**src/rtl/mser_pkg.sv**
```systemverilog
package mser_pkg;
  typedef enum logic [1:0] {
    TS_LIVE   = 2'b00,
    TS_ZERO   = 2'b01,
    TS_ALT    = 2'b10,
    TS_CUSTOM = 2'b11
  } train_sel_e;
endpackage

```
**src/rtl/mser_frame_ctr.sv**
```systemverilog
module mser_frame_ctr #(
  parameter int W = 12
) (
  input  logic                   clk,
  input  logic                   rst_n,
  input  logic                   tick,
  output logic [$clog2(W)-1:0]   bit_idx,
  output logic                   last_bit,
  output logic                   word_clk,
  output logic                   bit_clk
);
  localparam int IW   = $clog2(W);
  localparam int HALF = W / 2;

  logic [IW-1:0] idx_q;
  logic          bclk_q;

  assign last_bit = (idx_q == IW'(W - 1));
  assign bit_idx  = idx_q;
  assign word_clk = (idx_q < IW'(HALF));
  assign bit_clk  = bclk_q;

  always_ff @(posedge clk or negedge rst_n) begin
    if (!rst_n) begin
      idx_q  <= '0;
      bclk_q <= 1'b0;
    end else if (tick) begin
      bclk_q <= ~bclk_q;
      if (last_bit) idx_q <= '0;
      else          idx_q <= idx_q + 1'b1;
    end
  end
endmodule

```
**src/rtl/mser_pattern_mux.sv**
```systemverilog
module mser_pattern_mux
  import mser_pkg::*;
#(
  parameter int N = 8,
  parameter int W = 12
) (
  input  logic [1:0]     sel,
  input  logic [W-1:0]   custom_word,
  input  logic           s_valid,
  input  logic [N*W-1:0] s_data,
  output logic [N*W-1:0] words
);
  function automatic logic [W-1:0] alt_word();
    logic [W-1:0] r;
    for (int i = 0; i < W; i++) r[i] = (i % 2 == 1);
    return r;
  endfunction

  localparam logic [W-1:0] ALT = alt_word();

  for (genvar c = 0; c < N; c++) begin : g_lane
    always_comb begin
      unique case (train_sel_e'(sel))
        TS_LIVE:   words[c*W +: W] = s_valid ? s_data[c*W +: W] : '0;
        TS_ZERO:   words[c*W +: W] = '0;
        TS_ALT:    words[c*W +: W] = ALT;
        TS_CUSTOM: words[c*W +: W] = custom_word;
        default:   words[c*W +: W] = '0;
      endcase
    end
  end
endmodule

```
**src/rtl/mser_lane.sv**
```systemverilog
module mser_lane #(
  parameter int W = 12
) (
  input  logic         clk,
  input  logic         rst_n,
  input  logic         tick,
  input  logic         load,
  input  logic [W-1:0] word_in,
  output logic         dout
);
  logic [W-1:0] shreg;

  always_ff @(posedge clk or negedge rst_n) begin
    if (!rst_n)     shreg <= '0;
    else if (load)  shreg <= word_in;
    else if (tick)  shreg <= {1'b0, shreg[W-1:1]};
  end

  assign dout = shreg[0];
endmodule

```
**src/rtl/mser_top.sv**
```systemverilog
module mser_top
  import mser_pkg::*;
#(
  parameter int N = 8,
  parameter int W = 12
) (
  input  logic           clk,
  input  logic           rst_n,
  input  logic           bit_tick,
  input  logic [1:0]     train_sel,
  input  logic [W-1:0]   custom_word,
  input  logic           s_valid,
  output logic           s_ready,
  input  logic [N*W-1:0] s_data,
  output logic [N-1:0]   ser_dout,
  output logic           word_clk,
  output logic           bit_clk
);
  localparam int IW = $clog2(W);

  logic [IW-1:0]  bit_idx;
  logic           last_bit;
  logic           load;
  logic [N*W-1:0] words;

  mser_frame_ctr #(.W(W)) u_frame (
    .clk      (clk),
    .rst_n    (rst_n),
    .tick     (bit_tick),
    .bit_idx  (bit_idx),
    .last_bit (last_bit),
    .word_clk (word_clk),
    .bit_clk  (bit_clk)
  );

  assign load    = bit_tick & last_bit;
  assign s_ready = load & (train_sel_e'(train_sel) == TS_LIVE);

  mser_pattern_mux #(.N(N), .W(W)) u_mux (
    .sel         (train_sel),
    .custom_word (custom_word),
    .s_valid     (s_valid),
    .s_data      (s_data),
    .words       (words)
  );

  for (genvar c = 0; c < N; c++) begin : g_lane
    mser_lane #(.W(W)) u_lane (
      .clk     (clk),
      .rst_n   (rst_n),
      .tick    (bit_tick),
      .load    (load),
      .word_in (words[c*W +: W]),
      .dout    (ser_dout[c])
    );
  end

  logic unused_idx;
  assign unused_idx = ^bit_idx;
endmodule

```
**config.mk**
```make
export PLATFORM = sky130hd
export DESIGN_NAME = mser_top
export DESIGN_NICKNAME = d
export VERILOG_FILES = /design/src/rtl/mser_pkg.sv /design/src/rtl/mser_frame_ctr.sv /design/src/rtl/mser_pattern_mux.sv /design/src/rtl/mser_lane.sv /design/src/rtl/mser_top.sv
export SDC_FILE = /design/constraint.sdc
export NUM_CORES = 1
export LEC_CHECK = 0
export ABC_AREA = 1
export BUFFER_PORTS_ARGS = -buffer_cell sky130_fd_sc_hd__buf_4
export CAP_MARGIN = 30
export CORE_MARGIN = 2
export CORE_UTILIZATION = 51
export CTS_BUF_LIST = sky130_fd_sc_hd__clkbuf_4 sky130_fd_sc_hd__clkbuf_8 sky130_fd_sc_hd__clkbuf_16
export DETAILED_ROUTE_END_ITERATION = 12
export PLACE_DENSITY = 0.74
export SLEW_MARGIN = 10
export SYNTH_ARGS = -nofsm -noshare
export SYNTH_HDL_FRONTEND = slang
export SYNTH_SLANG_ARGS = --single-unit
```
**constraint.sdc**
```tcl
create_clock -name clk -period 1.8 [get_ports clk]
set_clock_uncertainty 0.05 [all_clocks]
set_input_delay 0.27 -clock clk [delete_from_list [all_inputs] [get_ports clk]]
set_output_delay 0.27 -clock clk [all_outputs]
set_load 0.02 [all_outputs]
```
==> results of run 1 <==
==> cell type report <==
type                            instances  area, um2
Timing Repair Buffer                  155       1300
Sequential cell                       101       2530
Fill cell                            1209       4510
Tap cell                              172        215
Clock inverter                          5       82.6
Inverter                              186        701
Multi-Input combinational cell        695       2930
Clock buffer                           11        246
==> repair_timing <==
item / 4_1_cts / 5_1_grt
hold buffers: 1 / 0
buffers inserted: 2 / 4
resized for setup: 2 / 1
endpoints found under the setup margin: 1 / 1
gates cloned: 0 / 0
pin swaps: 0 / 2
endpoints found under the hold margin: 29 / 0
==> through the flow <==
| stage | instance area, um2 | util [%] | hold slack [ns] |
|---|---|---|---|
| 6_report | 8010 | 64.0 | 0.147 |
| 5_1_grt | 8010 | 64.0 | 0.152 |
| 4_1_cts | 7980 | 63.7 | 0.138 |
| 3_5_place_dp | 7610 | 60.8 | 0.194 |
| 3_3_place_gp | 7610 | 60.8 | 0.199 |
| 2_1_floorplan | 6490 | - | -0.0756 |
==> cell families after synthesis <==
group / share of synthesized area (%)
fa+ha+maj: 0.193
compound gates: 7.02
flops: 39.0
xor+xnor: 0.270
buf+inv: 16.4
simple gates: 37.1
==> flip-flops by register name (all words and copies together) (netlist names) <==
name,flops
g_lane.u_lane.shreg,96
u_frame.bit_idx,4
u_frame.bit_clk,1
==> cell usage after synthesis, drive strengths merged <==
cell / count
nand2: 490
inv: 186
nand3: 105
dfrtp: 101
a21oi: 89
buf: 45
clkbuf: 25
nor2: 4
o21ai: 2
ha: 1
nand4: 1
nor3: 1
xnor2: 1
xor2: 1
==> per-layer routing <==
metal | up-vias | share of wire, %
met2 | 214 | 46
li1 | 3309 | -
met1 | 2884 | 45
met5 | - | 0
met4 | 0 | 1.7
met3 | 24 | 6.6
==> power by group <==
group	internal (uW)	leakage, uW	switching [uW]
registers	3010	0.00136	437
logic	1130	0.00298	1460
clock network	1280	0.000164	874
total	5420	0.00451	2770
==> cells in the final DEF, fill, tap and decap left out, drive strengths merged, types with 4 or more instances in the layout <==
| cell type | netlist | final |
|---|---|---|
| inv | 186 | 187 |
| nand2 | 490 | 490 |
| nor2 | 4 | 4 |
| a21oi | 89 | 89 |
| clkbuf | 25 | 11 |
| buf | 45 | 154 |
| nand3 | 105 | 105 |
| dfrtp | 101 | 101 |
==> worst paths after layout <==
| path | cells past startpoint | to | start |
|---|---|---|---|
| min reg2reg | 1 | u_frame.bit_clk | u_frame.bit_clk |
| min | 2 | u_frame.bit_clk | bit_tick |
| max in group asynchronous | 3 | g_lane[0].u_lane.shreg[2] | rst_n |
| max | 6 | s_ready | u_frame.bit_idx[1] |
| min in group asynchronous | 2 | g_lane[4].u_lane.shreg[1] | rst_n |
| max reg2reg | 8 | g_lane[4].u_lane.shreg[6] | u_frame.bit_idx[1] |
==> results_dict.tcl, run 1 <==
set metrics [dict create \
    cap_violations 0 \
    gp_congestion 0.813 \
    wl_mm 17.4 \
    clock-sinks 101 \
    htreeDepth 3 \
    setup_tns_ns 0 \
    vias_per_cell 4.85 \
    critPathArrivalTime_ns 1.42 \
    status "complete, no violations" \
    hold_violations 0 \
    fin_nets 1263 \
    fin_ws_ns 0.0562 \
    layout_min_cycle_time_ns 1.74 \
    synth_area_leaders "dfrtp_1 39%, nand2_1 28%, inv_1 11%" \
    yosysUniqueCellTypes 22 \
    syn_area_um2 6480 \
    crit_path_cell_trace "ha_4 -> nand3_4 -> nor2_4 -> inv_1 -> nor3_2 -> buf_4" \
    max_freq_mhz 573 \
    layout.cells.non_filler 1325 \
    cp.required_ns 1.48 \
    ant_nets 0 \
    ys_warn_count 0 \
    layout-drive-gt1-share_pct 15.5 \
    initial_utilization_pct 51.8 \
    clk-insertion-delay-late_ns 0.34 \
    die_w_um 117 \
    maxSlewViolCount 0 \
    tritoncts "built" \
    avgRoutedWirePerCell_um 13.1 \
    grt_use_met2_pct 44.8 \
    slew_headroom_pct 63.0 \
    synth_cells 1052 \
    grt_start_max_net_pins 107 \
    globalRouteOverflowTotal 0 \
    place_inst 1302 \
    hold_class "input port to register" \
    yosysSeqAreaShare_pct 39.0 \
    rows 41 \
    die-height_um 117 \
    syn_nets 1167 \
    io_pins 125 \
    cts_made_buffers 9 \
    synth-seq-cells 101 \
    finalSetupViolCount 0 \
    clk_pin_slew_worst_paths_ns 0.07 \
    cp_top_family "flip-flops" \
    area_growth_pct 23.5 \
    grt_pass1_wl_mm 28.5 \
    top_usage_layer "met2" \
    vias 6431 \
    track_usage_pct 26.8 \
    slowest_delay_ns 0.40 \
    root_buffer "clkbuf_16" \
    synthDominantCellAreaShare_pct 39.0 \
    core_area_um2 12500 \
    cp-end-kind "output port" \
    antenna_found_initial 0 \
    p_leak_uw 0.00451 \
    powerDensity_nw_per_um2 1020 \
    pre_cts_slack_ns 0.192 \
    syn_avg_cell_area_um2 6.16 \
    drtIter0Drc 543 \
    crit_fanout 3 \
    finalCritPeriodShare_pct 96.9 \
    port_buffers 124 \
    drc 0 \
    grt_use_met3_pct 3.53 \
    path_buf_inv 2 \
    die-area_um2 13600 \
    worst_slew_pin_slew_ns 0.554 \
    finalPower_uw 8190 \
    max-vdd-ir-drop_mv 0.503 \
    critPathKind "register to output port" \
    crit_path_top_delay_cell "dfrtp_1" \
    yosys.area.top_type "dfrtp_1" \
    n_antenna_cell 0 \
    clockBufferDepth 2 \
    grt_pass1_vias 5915 \
    grt.met1_usage_pct 37.0 \
    place.detailed.hpwl_mm 10.9 \
    rrSetupSlack_ns 0.19 \
    startpoint_type "register" \
    firstDrtPassIters 6 \
]
No activity file was read; power rests on OpenSTA's default activity.
==> run 2, diff against run 1 <==
BUFFER_PORTS_ARGS = not set   (was -buffer_cell sky130_fd_sc_hd__buf_4)
DONT_BUFFER_PORTS = 1   (was not set)
PLACE_DENSITY = 0.66   (was 0.74)
==> run 2 against run 1 <==
The run now ends with hold timing left; total power decreased by 10%; cell area fell by 14%; sequential share of layout area up 5.0 points; flip-flop and latch count is the same; sequential power is 2% higher; register-to-register slack lost 0.05 ns; die area stayed put; combinational power decreased by 24%; global-route usage down 1.1 points; clock power is 13% lower; highest routed layer unchanged.
==> results_dict.tcl, run 2 (synthesis results as in run 1) <==
set metrics [dict create \
    max_freq_mhz 571 \
    fin_nets 1130 \
    layout_min_cycle_time_ns 1.75 \
    vias 5829 \
    p_int_uw 4840 \
    cp.depth 6 \
    globalRouteOverflowTotal 0 \
    slew_headroom_pct 57.4 \
    grt_pass1_wl_mm 26.6 \
    gp_congestion 0.850 \
    htreeDepth 3 \
    grt_pass1_vias 5131 \
    finalCritPeriodShare_pct 97.3 \
    seqCellArea_um2 2530 \
    slowest_delay_ns 0.42 \
    violations "hold timing" \
    crit_path_top_delay_cell "dfrtp_1" \
    avgRoutedWirePerCell_um 13.8 \
    pwr-share-clk_pct 25.2 \
    initial_utilization_pct 51.8 \
    final_util_pct 55.1 \
    antenna_found_initial 0 \
    reg2reg_from "u_frame.bit_idx[1]" \
    setup_tns_ns 0 \
    track_usage_pct 25.7 \
    finalSetupViolCount 0 \
    timing.rr.end "g_lane[2].u_lane.shreg[8]" \
    drc 0 \
    p_leak_uw 0.00383 \
    clock-sinks 101 \
    die-area_um2 13600 \
    rrSetupSlack_ns 0.14 \
    p_sw_uw 2530 \
    wl_mm 16.5 \
    core_area_um2 12500 \
    startpoint "u_frame.bit_idx[1]" \
    layout-drive-gt1-share_pct 4.42 \
    maxSlewViolCount 0 \
    layout_commonest_cell "nand2_1" \
    clk_pin_slew_worst_paths_ns 0.06 \
    reg2regPathDepth 7 \
    n_fill_cell 1342 \
    drtIter0Drc 605 \
    port_buffers 0 \
    path_buf_inv 2 \
    critPathKind "register to output port" \
    max-vdd-ir-drop_mv 0.501 \
    firstDrtPassIters 4 \
    final_cell_mix "490 x nand2_1, 183 x inv_1, 104 x nand3_1" \
    startpoint_type "register" \
    swShare_pct 34.4 \
    hold_slack_ns -0.441 \
    rows 41 \
    cts-hold-fix-buffers 1 \
    vias_per_cell 4.89 \
    crit_path_cell_trace "ha_4 -> nand3_4 -> nor2_4 -> inv_2 -> nor3_2 -> buf_4" \
    place.detailed.hpwl_mm 10.3 \
    die-height_um 117 \
    area_growth_pct 6.42 \
    rsz0062_at_grt "yes" \
    cp-end-kind "output port" \
    n_antenna_cell 0 \
    cts_made_buffers 9 \
    io_pins 125 \
    max_flop_register "g_lane.u_lane.shreg" \
    powerDensity_nw_per_um2 1070 \
    worstSetupEndpoint "s_ready" \
    cap_violations 0 \
    cp.required_ns 1.48 \
    clockBufferDepth 2 \
    finalInstanceArea_um2 6900 \
    power_frac_comb_pct 26.9 \
    tritoncts "built" \
    die_w_um 117 \
    hold_class "input port to asynchronous set/reset pin" \
    power_frac_seq_pct 47.9 \
    hold_violations 101 \
    multi_input_area_um2 2930 \
    critPathArrivalTime_ns 1.43 \
    crit_fanout 4 \
    worst_slew_pin_slew_ns 0.636 \
    finalPower_uw 7370 \
    largest_reg_flops 96 \
    clk-insertion-delay-late_ns 0.35 \
    root_buffer "clkbuf_16" \
    dpl-instance-area_um2 6590 \
    ant_nets 0 \
    cp_top_family "flip-flops" \
    status "complete, but fails checks" \
    grt_start_max_net_pins 102 \
]
run 2: worst min-delay path by stage:
stage                     depth (start not counted)                        end
final                                             0  g_lane[5].u_lane.shreg[6]
after global placement                            0  g_lane[5].u_lane.shreg[6]
after detailed placement                          0  g_lane[4].u_lane.shreg[0]
after CTS                                         0         u_frame.bit_idx[2]
after floorplan                                   0  g_lane[0].u_lane.shreg[0]
after global routing                              0  g_lane[5].u_lane.shreg[6]
run 2: power by group through the flow:
stage	Combinational (uW)	Sequential [uW]	Clock, uW
after floorplan	1760	3380	0
after global placement	1910	3530	0
after detailed placement	1950	3540	0
after CTS	1990	3530	1900
after global routing	2340	3630	1980
final	1980	3530	1860
run 2: repair_timing:
| action | CTS | global route |
|---|---|---|
| resized for setup | 2 | 1 |
| setup endpoints to repair | 1 | 1 |
| pin swaps | 1 | 1 |
| endpoints found under the hold margin | 103 | 101 |
| buffers inserted | 1 | 1 |
run 2: stage by stage:
step	setup slack [ns]	hold slack (ns)	instances
after floorplan	0.0469	-0.0756	1052
after global placement	0.101	-0.0718	1173
after detailed placement	0.0728	-0.0722	1173
after CTS	0.0171	-0.452	1190
after global routing	-0.0159	-0.457	1191
final	0.0492	-0.441	1191
run 2: cell type report:
class / instances / share of cell area [%]
clock inverters: 2 / 0.145
repair buffers: 22 / 3.70
clock buffers: 13 / 3.79
inverters: 186 / 10.2
well taps: 172 / 3.12
flip-flops and latches: 101 / 36.6
multi-input cells: 695 / 42.4
run 2: per-layer routing:
metal  share of wire, %  global-route usage (%)  vias to the layer above
met5                  0                       0                        -
met4                1.8                    7.92                        0
met3                8.2                    6.90                       23
met2                 46                    39.1                      177
met1                 44                    36.1                     2584
li1                   -                       -                     3045
==> run 3, diff against run 2 <==
SYNTH_HIERARCHICAL = 1   (was not set)
==> run 3 against run 2 <==
Critical path type is now register to register; area after synthesis decreased by 5.9%; fmax up 0.92%; core utilization up 3.2 points; the flow still finishes with violations (hold timing); die area decreased by 5.7%; combinational power down 20%; critical endpoint is now g_lane[7].u_lane/shreg[3]; largest power group unchanged; sequential share of layout area increased by 0.84 points; clock power increased by 9%; register-to-register slack worse by 0.07 ns; first-iteration DRC count fell by 23%; flip-flop and latch count is the same.
==> results_dict.tcl, run 3 <==
set metrics [dict create \
    slew_headroom_pct 57.9 \
    final_cell_mix "431 x nand2_1, 218 x nand3_1, 101 x dfrtp_1" \
    avgRoutedWirePerCell_um 16.6 \
    die_w_um 113 \
    vias_per_cell 5.51 \
    grt_pass1_wl_mm 26.9 \
    cp-end-kind "register" \
    layout-drive-gt1-share_pct 9.00 \
    tritoncts "built" \
    crit_fanout 8 \
    syn_area_um2 6100 \
    place_inst 1023 \
    cts-hold-fix-buffers 1 \
    rrSetupSlack_ns 0.07 \
    critPathKind "register to register" \
    area_growth_pct 10.6 \
    p_sw_uw 2290 \
    yosys.area.top_type "dfrtp_1" \
    async_reset_ff_share_pct 100 \
    grt_start_max_net_pins 104 \
    htreeDepth 3 \
    max-vdd-ir-drop_mv 0.500 \
    swShare_pct 32.3 \
    die-height_um 113 \
    syn_nets 1027 \
    worst_slew_pin_slew_ns 0.630 \
    synth_flop_cell "dfrtp_1" \
    hold_violations 101 \
    largest_reg_flops 96 \
    power_frac_seq_pct 49.4 \
    yosysUniqueCellTypes 19 \
    core_area_um2 11600 \
    layout.cells.non_filler 1054 \
    finalCritPeriodShare_pct 96.4 \
    clk-insertion-delay-late_ns 0.35 \
    layout_min_cycle_time_ns 1.73 \
    critPathArrivalTime_ns 1.97 \
    synth_edf_count 0 \
    violations "hold timing" \
    root_buffer "clkbuf_16" \
    hold_class "input port to asynchronous set/reset pin" \
    die-area_um2 12900 \
    port_buffers 0 \
    powerDensity_nw_per_um2 1050 \
    cts_made_buffers 9 \
    cap_violations 0 \
    clk_pin_slew_worst_paths_ns 0.07 \
    max_freq_mhz 576 \
    startpoint_type "register" \
    track_usage_pct 26.7 \
    globalRouteOverflowTotal 0 \
    grt_pass1_vias 5263 \
    ys_warn_count 6 \
    clock-sinks 101 \
    finalSetupViolCount 0 \
    drc 0 \
    synth.most_common_cell "nand2_1" \
    place.detailed.hpwl_mm 10.8 \
    n_antenna_cell 0 \
    maxSlewViolCount 0 \
    synth_area_leaders "dfrtp_1 41%, nand2_1 27%, nand3_1 18%" \
    io_pins 125 \
    yosysSeqAreaShare_pct 41.4 \
    pwr-share-clk_pct 28.4 \
    wl_mm 17.5 \
    vias 5808 \
    power_frac_comb_pct 22.2 \
    hold_slack_ns -0.437 \
    ys_top_cells_by_count "432 x nand2_1, 221 x nand3_1, 101 x dfrtp_1, 71 x inv_1, 32 x buf_2" \
    layout_commonest_cell "nand2_1" \
    fin_nets 1021 \
    firstDrtPassIters 5 \
    synthDominantCellAreaShare_pct 41.4 \
    rows 39 \
    pre_cts_slack_ns 0.0409 \
    initial_utilization_pct 52.7 \
    max_flop_register "g_lane.u_lane/shreg" \
    status "complete, but fails checks" \
    drtIter0Drc 467 \
    synth-seq-cells 101 \
    cp.required_ns 2.03 \
    fin_ws_ns 0.0652 \
    syn_avg_cell_area_um2 6.69 \
    antenna_found_initial 0 \
    gp_congestion 0.794 \
    p_int_uw 4820 \
    clockBufferDepth 2 \
    p_leak_uw 0.00392 \
    synth_cells 912 \
    ant_nets 0 \
]
run 3: power by group through the flow:
stage	clock network, uW	registers (uW)	logic (uW)
2_1_floorplan	0	3430	1220
3_3_place_gp	0	3510	1390
3_5_place_dp	0	3530	1450
4_1_cts	2050	3500	1460
5_1_grt	2140	3600	1790
6_report	2020	3510	1580
run 3: final timing paths:
path,cells after the start,startpoint,end
setup / recovery,11,u_frame/bit_idx[0],g_lane[7].u_lane/shreg[3]
hold / removal,0,rst_n,u_frame/bit_idx[2]
setup reg to reg,11,u_frame/bit_idx[0],g_lane[7].u_lane/shreg[3]
hold reg to reg,2,g_lane[3].u_lane/shreg[11],g_lane[3].u_lane/shreg[11]
max in group asynchronous,0,rst_n,g_lane[5].u_lane/shreg[5]
min in group clk,2,bit_tick,g_lane[0].u_lane/shreg[10]
run 3: repair_timing:
action | 4_1_cts | 5_1_grt
pin swaps | 0 | 2
hold endpoints to repair | 103 | 101
setup buffers | 0 | 8
endpoints found under the setup margin | 1 | 85
cloned | 0 | 6
resized for setup | 1 | 18
run 3: through the flow:
| step | hold WS (ns) | instance area (um2) | setup TNS, ns | utilization, % | total power (uW) |
|---|---|---|---|---|---|
| 2_1_floorplan | -0.0756 | 6130 | -12.94 | - | 4640 |
| 3_3_place_gp | -0.0719 | 6170 | 0 | 53.3 | 4900 |
| 3_5_place_dp | -0.0716 | 6170 | 0 | 53.3 | 4990 |
| 4_1_cts | -0.441 | 6490 | 0 | 56.1 | 7010 |
| 5_1_grt | -0.450 | 6750 | -0.0422 | 58.3 | 7520 |
| 6_report | -0.437 | 6750 | 0 | 58.3 | 7110 |
run 3: layer usage:
metal,up-vias,global-route usage (%),share of wire (%)
met5,-,0,0.046
met4,2,8.21,2.2
met3,28,3.75,7.8
met2,239,41.1,45
met1,2691,39.4,45
li1,2848,-,-
run 3: layout make-up:
cell class	instances	area, um2
sequential	101	2530
inverter	80	309
clock buffer	11	253
clock inverter	5	58.8
fill	1113	4820
timing repair buffer	37	464
multi-input combinational	677	2960
tap	143	179
run 3: worst max-delay path, stage by stage, from the launching register on:
cell and delay, ns:
dfrtp_1 0.38, ha_2 0.20, nand3_2 0.09, inv_2 0.05
nand2_4 0.07, clkinvlp_4 0.12, buf_12 0.15, buf_12 0.14
nor2_2 0.15, buf_4 0.17, nand2_1 0.05, nand3_1 0.06
run 3: logic make-up (layout without fill, tap and decap cells):
group | count (synthesis) | after routing | share of synthesized area [%]
AND/OR/NAND/NOR | 670 | 671 | 46.4
XOR/XNOR | 1 | 1 | 0.144
buffers and inverters | 135 | 133 | 11.3
multiplexers | 1 | 1 | 0.246
flip-flops | 101 | 101 | 41.4
adder cells (fa/ha/maj) | 1 | 1 | 0.205
AO/OA/AOI/OAI | 3 | 3 | 0.246
